<file path="src/rtl/cct_pkg.sv">
package cct_pkg;

  localparam int ADDR_W = 3;

  typedef enum logic [ADDR_W-1:0] {
    ADR_CTRL   = 3'd0,
    ADR_PERIOD = 3'd1,
    ADR_DUTY   = 3'd2,
    ADR_COUNT  = 3'd3,
    ADR_STATUS = 3'd4
  } cct_addr_e;

  // edge select codes: bit 0 rising, bit 1 falling
  typedef struct packed {
    logic [1:0] edge_b;
    logic [1:0] edge_a;
    logic       cap_b;
    logic       cap_a;
    logic       ext_src;
    logic       run;
  } cct_ctrl_t;

  localparam int CTRL_W = $bits(cct_ctrl_t);

endpackage

</file>
<file path="src/rtl/cct_edge_sync.sv">
module cct_edge_sync #(
  parameter int STAGES = 2
) (
  input  logic       clk,
  input  logic       rst_n,
  input  logic       pin,
  output logic [1:0] edges   // [0] rising, [1] falling
);

  logic [STAGES-1:0] sync_q;
  logic [STAGES-1:0] sync_d;
  logic              last_q;
  logic              lvl;

  assign lvl    = sync_q[STAGES-1];
  assign sync_d = {sync_q[STAGES-2:0], pin};

  always_ff @(posedge clk or negedge rst_n) begin
    if (!rst_n) begin
      sync_q <= '0;
      last_q <= 1'b0;
    end else begin
      sync_q <= sync_d;
      last_q <= lvl;
    end
  end

  assign edges = {~lvl & last_q, lvl & ~last_q};

endmodule

</file>
<file path="src/rtl/cct_counter.sv">
module cct_counter #(
  parameter int CNT_W = 16
) (
  input  logic             clk,
  input  logic             rst_n,
  input  logic             tick,
  input  logic             load,
  input  logic [CNT_W-1:0] load_val,
  input  logic             period_en,
  input  logic [CNT_W-1:0] period,
  output logic [CNT_W-1:0] count
);

  logic [CNT_W-1:0] cnt_q;
  logic [CNT_W-1:0] cnt_d;
  logic             at_top;

  assign at_top = period_en && (cnt_q == period);

  always_comb begin
    cnt_d = cnt_q;
    if (load) begin
      cnt_d = load_val;
    end else if (tick) begin
      if (at_top) cnt_d = '0;
      else        cnt_d = cnt_q + 1'b1;
    end
  end

  always_ff @(posedge clk or negedge rst_n) begin
    if (!rst_n) cnt_q <= '0;
    else        cnt_q <= cnt_d;
  end

  assign count = cnt_q;

  AST_COUNT_HOLD: assert property (@(posedge clk) disable iff (!rst_n)
    (!tick && !load) |=> $stable(count));

  AST_COUNT_STEP: assert property (@(posedge clk) disable iff (!rst_n)
    (tick && !load && !(period_en && count == period)) |=> (count == $past(count) + 1'b1));

  AST_PERIOD_CLEAR: assert property (@(posedge clk) disable iff (!rst_n)
    (tick && !load && period_en && count == period) |=> (count == '0));

  AST_LOAD_WINS: assert property (@(posedge clk) disable iff (!rst_n)
    load |=> (count == $past(load_val)));

endmodule

</file>
<file path="src/rtl/cct_channel.sv">
module cct_channel #(
  parameter int CNT_W = 16
) (
  input  logic             clk,
  input  logic             rst_n,
  input  logic             cap_mode,
  input  logic [1:0]       edge_sel,
  input  logic [1:0]       edges,
  input  logic             tick,
  input  logic [CNT_W-1:0] count,
  input  logic             wr,
  input  logic [CNT_W-1:0] wdata,
  input  logic             rd,
  input  logic             clr_ovf,
  output logic [CNT_W-1:0] value,
  output logic             ovf,
  output logic             irq
);

  logic [CNT_W-1:0] val_q, val_d;
  logic             pend_q, pend_d;
  logic             ovf_q, ovf_d;
  logic             irq_q, irq_d;
  logic             cap_evt;

  assign cap_evt = cap_mode && |(edge_sel & edges);

  always_comb begin
    val_d = val_q;
    if (cap_evt)  val_d = count;
    else if (wr)  val_d = wdata;

    pend_d = pend_q;
    if (cap_evt)  pend_d = 1'b1;
    else if (rd)  pend_d = 1'b0;

    ovf_d = ovf_q;
    if (cap_evt && pend_q) ovf_d = 1'b1;
    else if (clr_ovf)      ovf_d = 1'b0;

    irq_d = cap_mode ? cap_evt : (tick && (count == val_q));
  end

  always_ff @(posedge clk or negedge rst_n) begin
    if (!rst_n) begin
      val_q  <= '0;
      pend_q <= 1'b0;
      ovf_q  <= 1'b0;
      irq_q  <= 1'b0;
    end else begin
      val_q  <= val_d;
      pend_q <= pend_d;
      ovf_q  <= ovf_d;
      irq_q  <= irq_d;
    end
  end

  assign value = val_q;
  assign ovf   = ovf_q;
  assign irq   = irq_q;

  AST_CAPTURE_LOAD: assert property (@(posedge clk) disable iff (!rst_n)
    cap_evt |=> (value == $past(count)));

  AST_CAPTURE_IRQ: assert property (@(posedge clk) disable iff (!rst_n)
    cap_evt |=> irq);

  AST_NO_OVERFLOW_MISS: assert property (@(posedge clk) disable iff (!rst_n)
    (cap_evt && pend_q) |=> ovf);

  AST_MATCH_IRQ: assert property (@(posedge clk) disable iff (!rst_n)
    (!cap_mode && tick && count == value) |=> irq);

endmodule

</file>
<file path="src/rtl/cc_pwm_timer.sv">
module cc_pwm_timer
  import cct_pkg::*;
#(
  parameter int CNT_W       = 16,
  parameter int SYNC_STAGES = 2
) (
  input  logic              clk,
  input  logic              rst_n,
  input  logic              tick_en,
  input  logic              ext_clk,
  input  logic              cap_in,
  input  logic              wr_en,
  input  logic              rd_en,
  input  logic [ADDR_W-1:0] addr,
  input  logic [CNT_W-1:0]  wdata,
  output logic [CNT_W-1:0]  rdata,
  output logic              pwm_out,
  output logic              irq_a,
  output logic              irq_b
);

  localparam int         N_CH     = 2;
  localparam logic [1:0] EXT_MASK = 2'b01;  // count on rising edges only

  // reset: asynchronous assert, synchronous release
  logic [1:0] rst_pipe;
  logic       rst_int_n;

  always_ff @(posedge clk or negedge rst_n) begin
    if (!rst_n) rst_pipe <= '0;
    else        rst_pipe <= {rst_pipe[0], 1'b1};
  end
  assign rst_int_n = rst_pipe[1];

  // control register
  cct_ctrl_t ctrl_q, ctrl_d;

  always_comb begin
    ctrl_d = ctrl_q;
    if (wr_en && addr == ADR_CTRL) ctrl_d = cct_ctrl_t'(wdata[CTRL_W-1:0]);
  end

  always_ff @(posedge clk or negedge rst_int_n) begin
    if (!rst_int_n) ctrl_q <= '0;
    else            ctrl_q <= ctrl_d;
  end

  // pin synchronisers
  logic [1:0] ext_edges, cap_edges;
  logic       ext_tick, tick;

  cct_edge_sync #(.STAGES(SYNC_STAGES)) u_ext_sync (
    .clk   (clk),
    .rst_n (rst_int_n),
    .pin   (ext_clk),
    .edges (ext_edges)
  );

  cct_edge_sync #(.STAGES(SYNC_STAGES)) u_cap_sync (
    .clk   (clk),
    .rst_n (rst_int_n),
    .pin   (cap_in),
    .edges (cap_edges)
  );

  assign ext_tick = |(ext_edges & EXT_MASK);
  assign tick     = ctrl_q.run && (ctrl_q.ext_src ? ext_tick : tick_en);

  // counter
  logic [CNT_W-1:0] count;
  logic [CNT_W-1:0] ch_val [N_CH];
  logic [N_CH-1:0]  ch_ovf, ch_irq, cap_mode;
  logic [1:0]       edge_sel [N_CH];
  logic             clr_ovf;

  cct_counter #(.CNT_W(CNT_W)) u_counter (
    .clk       (clk),
    .rst_n     (rst_int_n),
    .tick      (tick),
    .load      (wr_en && addr == ADR_COUNT),
    .load_val  (wdata),
    .period_en (!ctrl_q.cap_a),
    .period    (ch_val[0]),
    .count     (count)
  );

  assign cap_mode    = {ctrl_q.cap_b, ctrl_q.cap_a};
  assign edge_sel[0] = ctrl_q.edge_a;
  assign edge_sel[1] = ctrl_q.edge_b;
  assign clr_ovf     = rd_en && addr == ADR_STATUS;

  for (genvar i = 0; i < N_CH; i++) begin : g_ch
    localparam logic [ADDR_W-1:0] MY_ADR = ADDR_W'(int'(ADR_PERIOD) + i);

    cct_channel #(.CNT_W(CNT_W)) u_ch (
      .clk      (clk),
      .rst_n    (rst_int_n),
      .cap_mode (cap_mode[i]),
      .edge_sel (edge_sel[i]),
      .edges    (cap_edges),
      .tick     (tick),
      .count    (count),
      .wr       (wr_en && addr == MY_ADR),
      .wdata    (wdata),
      .rd       (rd_en && addr == MY_ADR),
      .clr_ovf  (clr_ovf),
      .value    (ch_val[i]),
      .ovf      (ch_ovf[i]),
      .irq      (ch_irq[i])
    );
  end

  // read mux
  always_comb begin
    rdata = '0;
    case (addr)
      ADR_CTRL:   rdata = {{(CNT_W-CTRL_W){1'b0}}, ctrl_q};
      ADR_PERIOD: rdata = ch_val[0];
      ADR_DUTY:   rdata = ch_val[1];
      ADR_COUNT:  rdata = count;
      ADR_STATUS: rdata = {{(CNT_W-N_CH){1'b0}}, ch_ovf};
      default:    rdata = '0;
    endcase
  end

  assign pwm_out = !ctrl_q.cap_b && (count < ch_val[1]);
  assign irq_a   = ch_irq[0];
  assign irq_b   = ch_irq[1];

  AST_HOLD_WHEN_STOPPED: assert property (@(posedge clk) disable iff (!rst_int_n)
    (!ctrl_q.run && !(wr_en && addr == ADR_COUNT)) |=> $stable(count));

  AST_STATUS_CLEARED: assert property (@(posedge clk) disable iff (!rst_int_n)
    (clr_ovf && !(|cap_edges)) |=> (ch_ovf == '0));

endmodule

</file>
<file path="config.mk">
export PLATFORM = sky130hd
export DESIGN_NAME = cc_pwm_timer
export DESIGN_NICKNAME = d
export VERILOG_FILES = /design/src/rtl/cct_pkg.sv /design/src/rtl/cct_edge_sync.sv /design/src/rtl/cct_counter.sv /design/src/rtl/cct_channel.sv /design/src/rtl/cc_pwm_timer.sv
export SDC_FILE = /design/constraint.sdc
export NUM_CORES = 1
export LEC_CHECK = 0
export BUFFER_PORTS_ARGS = -buffer_cell sky130_fd_sc_hd__buf_2
export CORE_ASPECT_RATIO = 1.2
export CORE_UTILIZATION = 45
export DETAILED_ROUTE_END_ITERATION = 6
export PLACE_DENSITY = 0.61
export SYNTH_ARGS = -nofsm -noshare
export SYNTH_HDL_FRONTEND = slang
export SYNTH_SLANG_ARGS = --single-unit
</file>
<file path="constraint.sdc">
create_clock -name clk -period 2.5 [get_ports clk]
set_clock_uncertainty 0.1 [all_clocks]
set_input_delay 0.375 -clock clk [delete_from_list [all_inputs] [get_ports clk]]
set_output_delay 0.375 -clock clk [all_outputs]
set_load 0.02 [all_outputs]
</file>
## After elaboration in Yosys (flattened, before gate mapping)

Cells that the tools add are included.

- Reductions and logical operators: 28
- Equal/unequal tests: 6
- Muxes and demuxes: 18
- $add $sub $neg: 1
- Bitwise operators: 8
- Order comparisons: 1

Operator list:

| operator | number |
|---|---|
| $mux W16 | 7 |
| $pmux W16 S5 | 1 |
| $eq A16 B16 Y1 | 2 |
| $add A16 B1 Y16 const B | 1 |
| $logic_and A1 B1 Y1 | 16 |
| $lt A16 B16 Y1 | 1 |
| $reduce_bool A2 Y1 | 7 |
| $mux W1 | 10 |
| $eq A3 B2 Y1 const B | 2 |
| $and A2 B2 Y2 | 2 |
| $reduce_or A2 Y1 | 2 |
| $and A1 B1 Y1 | 3 |
| $eq A3 B1 Y1 const B | 1 |
| $eq A3 B3 Y1 const B | 1 |
| $logic_not A3 Y1 | 1 |
| $not A1 Y1 | 3 |
| $logic_not A1 Y1 | 2 |

- Input port bits: 26
- Flip-flop bits (word level): 70
- Word-level logic and storage cells: 82

## Logic depth before layout (Yosys ltp)

- Depth in word-level cells: 7
- Mapped depth: 8
- Depth with buffers taken out: 7

## Modules after synthesis

From an unflattened synthesis, not the netlist that was laid out.

- Cell total of the unflattened synthesis: 496
- Area, all modules: 4759.6 µm²

Modules (own cells, without submodules):

| module | instances | seq. area each (µm²) | cells an instance | area an instance (µm²) |
|---|---|---|---|---|
| cct_channel | 2 | 475.5 | 100 | 1047.3 |
| cc_pwm_timer | 1 | 250.2 | 152 | 1313.8 |
| cct_counter | 1 | 400.4 | 134 | 1171.1 |
| cct_edge_sync | 2 | 75.1 | 5 | 90.1 |

## Least setup slack after synthesis

OpenSTA, ideal clock, no wires.

- Path kind: input-to-output
- Start point: in addr[0]
- End point: out rdata[0]
- Arrival: 1653 ps
- Stages on the path: 6
- Buffers on the path: 3
- Setup slack: 372 ps
- Data required time: 2025 ps
- Cells stage by stage: buf_2 > buf_2 > clkbuf_1 > nor2b_1 > a22oi_1 > o22ai_1

- Cells in the longest elaborated chain, start to end: 2

RTL lines:

| what | line | source |
|---|---|---|
| start: declaration | cc_pwm_timer.sv:14 | `input logic [ADDR_W-1:0] addr,` |
| $eq A3 B3 Y1 (tied with other cells) | cc_pwm_timer.sv:116 | `case (addr)` |
| $pmux W16 S5 (*) | cc_pwm_timer.sv:116 |  |
| end: declaration | cc_pwm_timer.sv:16 | `output logic [CNT_W-1:0] rdata,` |

Mark *: on every way between the ends. The rest lies on a longest branch, timed or not.

## Worst setup path after layout

- Start point: reg g_ch[1].u_ch.val_q[9]
- End point: out pwm_out

- Cells in the longest elaborated chain, start to end: 2

RTL lines:

| what | line | source |
|---|---|---|
| start: declaration | cct_channel.sv:20 | `logic [CNT_W-1:0] val_q, val_d;` |
| start signal: assignment | cct_channel.sv:51 | `val_q <= val_d;` |
| $lt A16 B16 Y1 | cc_pwm_timer.sv:126 | `assign pwm_out = !ctrl_q.cap_b && (count < ch_val[1]);` |
| $logic_and A1 B1 Y1 | cc_pwm_timer.sv:126 |  |
| end: declaration | cc_pwm_timer.sv:17 | `output logic pwm_out,` |

No other way between the ends.

==> reports/results.tsv <==
metric	value	unit
hp-start	ext_clk	
synthCells	472	
finalSetupTns	0	ps
p_per_area	1050	nW/um^2
htree_levels	3	
rsz0062_at_grt	yes	
ir_drop	0.445	mV
drc_errors	0	
fp.dieW	92.4	um
yosysUniqueCellTypes	44	
reg2regPathDepth	7	
overflow	0	
crit_path_cell_trace	inv_2, ha_4, a21o_1, a21o_1, a21oi_2, o22ai_1, and4b_1, buf_6	
r2r_end	u_counter.count[8]$_DFFE_PN0P_	
antenna_found_initial	0	
drt_iter0_drc	192	
grt_pass1_vias	3824	
maxSlewViolCount	0	
p_leak	0.00232	uW
mostFrequentLayoutCells	67 x dfrtp_1, 49 x nor2_1, 43 x buf_2, 41 x buf_4, 39 x a21oi_1	
nets	576	
cp_max_fo	2	
ant_nets	0	
hold-path-cell-count	1	
nFillCells	889	
relSlewSlack	61.8	%
synth_edf_count	0	
min_period	2470	ps
synthFlopType	dfrtp_1	
critPathCaptureType	primary output	
final_hold_viol_count	0	
routed_wl	12.3	mm
grt_max_degree	69	
wl_met2	6.25	mm
dr_wl_met3	492	um
start_util	46.4	%
pwr-share-seq	32.8	%
tightest_slew	573	ps
hold_end	u_ext_sync.sync_q[0]$_DFF_PN0_	
setup_viol	0	
ff2ff_setup_slack	130	ps
antenna_cells	0	
synthArstFlopShare	100	%
ys_ff_latch	70	
status	finished clean	
io_buffers	44	
seq_area	1760	sq um
die_h	110	um
route.layer.met1.wl	5.27	mm
core	9520	sq um
area_growth	22.3	%
period_share	98.7	%
hold_path_class	in2reg	
yosysSeqAreaShare	39.7	%
drt-pass1-iter-count	5	
p_sw	2120	uW
cpMaxStageDelayCell	dfrtp_1	
avgViaCountPerCell	5.64	
cts_tree	done	
gp_congestion	0.857	
grt_pass1_wl	20.1	mm
clockRootBuffer	clkbuf_16	
cp_common_cell	a21o_1	
comb_power_share	43.8	%
rr_startpoint	u_counter.count[9]$_DFFE_PN0P_	
die-area	10200	sq um
max_freq	405	MHz
row_count	39	
clock_latency	330	ps
dp_hpwl	8.59	mm
ys_warn_count	0	
worstPathRequired	2030	ps
cp.arrival	1990	ps
avgSynthCellArea	9.35	sq um
syn_nets	515	
maxCapViolCount	0	
netSwitchingFraction	37.5	%
numCtsBuffers	9	
drive_gt1_share	27.0	%
vias	3721	
io_pins	45	
cp_slowest_stage_delay	380	ps
clk_pin_slew	60	ps
cts_sinks	70	
path_class	reg2out	
routedWlPerCell	18.6	um
multi_input_area	2530	sq um
p_clk_share	23.4	%
grt_usage	25.8	%
syn_area	4410	sq um
highest_layer	met4	
clk_path_buf_depth	2	
layout_commonest_cell	dfrtp_1	
intPower	3540	uW
start_kind	register	
whs	48.1	ps
per-layer routing:
metal | global-route usage (%) | vias to the layer above
li1 | - | 1797
met1 | 32.1 | 1794
met2 | 43.7 | 107
met3 | 4.34 | 23
met4 | 10.7 | 0
met5 | 0 | -
worst max-delay path: cells and delay by family, from the launching register on:
kind / cells / cell delay (ps)
compound gates: 4 / 570
fa+ha+maj: 1 / 200
buf+inv: 2 / 220
flops: 1 / 380
simple gates: 1 / 290
worst max-delay path by stage:
stage	startpoint	end	slack [ps]	depth (start not counted)
after floorplan	rst_pipe[1]$_DFF_PN0_	cap_mode[0]$_DFFE_PN0P_	310	0
after global placement	addr[0]	rdata[5]	270	4
after detailed placement	u_counter.count[15]$_DFFE_PN0P_	pwm_out	180	7
after CTS	g_ch[1].u_ch.value[1]$_DFFE_PN0P_	pwm_out	-7	8
after global routing	g_ch[1].u_ch.value[9]$_DFFE_PN0P_	pwm_out	-10	8
final	g_ch[1].u_ch.value[9]$_DFFE_PN0P_	pwm_out	30	8
state kept, by name, summed over array words and instances, names as in the netlist:
| name | cells |
|---|---|
| u_cap_sync.sync_q | 2 |
| u_ext_sync.last_q | 1 |
| u_ext_sync.sync_q | 2 |
| ctrl_q | 6 |
| g_ch.u_ch.pend_q | 2 |
| u_counter.count | 16 |
| u_cap_sync.last_q | 1 |
| g_ch.u_ch.irq | 2 |
| g_ch.u_ch.value | 32 |
| cap_mode | 2 |
| g_ch.u_ch.ovf | 2 |
| rst_pipe | 2 |
cells in the mapped netlist (all sizes together), types with 6 or more instances:
cell / instances / area share (%)
nor2b: 13 / 1.8
xnor2: 6 / 1.2
inv: 18 / 1.5
o211ai: 9 / 1.6
mux2i: 34 / 7.7
buf: 20 / 2.4
a21o: 11 / 1.9
a22oi: 12 / 2.0
clkbuf: 18 / 1.6
o31ai: 8 / 1.4
mux2: 9 / 2.3
a21oi: 41 / 4.6
xor2: 17 / 3.4
o21ai: 20 / 2.3
nand2: 28 / 2.4
mux4: 6 / 3.1
nor3: 10 / 1.4
nand4: 10 / 1.8
nor2: 53 / 4.7
ha: 17 / 4.8
nand3: 12 / 1.4
dfrtp: 70 / 40
stage by stage:
step / total power [uW] / utilization (%) / std cells / cell area (sq um) / setup WS, ps
floorplan: 3350 / - / 472 / 4410 / 306
global placement: 3990 / 51.4 / 634 / 4890 / 273
detailed placement: 4040 / 51.4 / 634 / 4890 / 179
CTS: 5510 / 55.5 / 654 / 5280 / -7.20
global route: 6030 / 56.7 / 660 / 5400 / -14.7
finish: 5660 / 56.7 / 660 / 5400 / 33.6
cell families (layout without fill, tap and decap cells):
family          after synthesis  after routing  synth area share, %
buf+inv                      56            121                 5.44
xor+xnor                     23             23                 4.56
flops                        70             70                 39.7
simple gates                145            145                 16.7
compound gates              111            111                 15.6
other cells                   1              1               0.0850
mux                          49             49                 13.1
fa+ha+maj                    17             17                 4.82
power groups by stage:
stage / Combinational (uW) / Sequential (uW) / Clock, uW
4_1_cts: 2310 / 1850 / 1350
3_5_place_dp: 2160 / 1870 / 0
6_report: 2480 / 1860 / 1320
2_1_floorplan: 1610 / 1740 / 0
3_3_place_gp: 2140 / 1850 / 0
5_1_grt: 2730 / 1910 / 1390
layout make-up:
cell class                      instances  area share (%)
Sequential cell                        70            32.5
Clock buffer                           12            4.94
Timing Repair Buffer                   88            10.8
Clock inverter                          3           0.788
Tap cell                              123            2.85
Inverter                               18            1.25
Multi-Input combinational cell        346            46.8
timing repair:
item | in CTS | in global routing
pin swaps | 5 | 10
hold buffers | 1 | 0
setup endpoints to repair | 1 | 1
setup buffers | 4 | 6
hold endpoints to repair | 2 | 0
resized for setup | 13 | 10
Note: power is estimated with default switching activity, not from simulation.
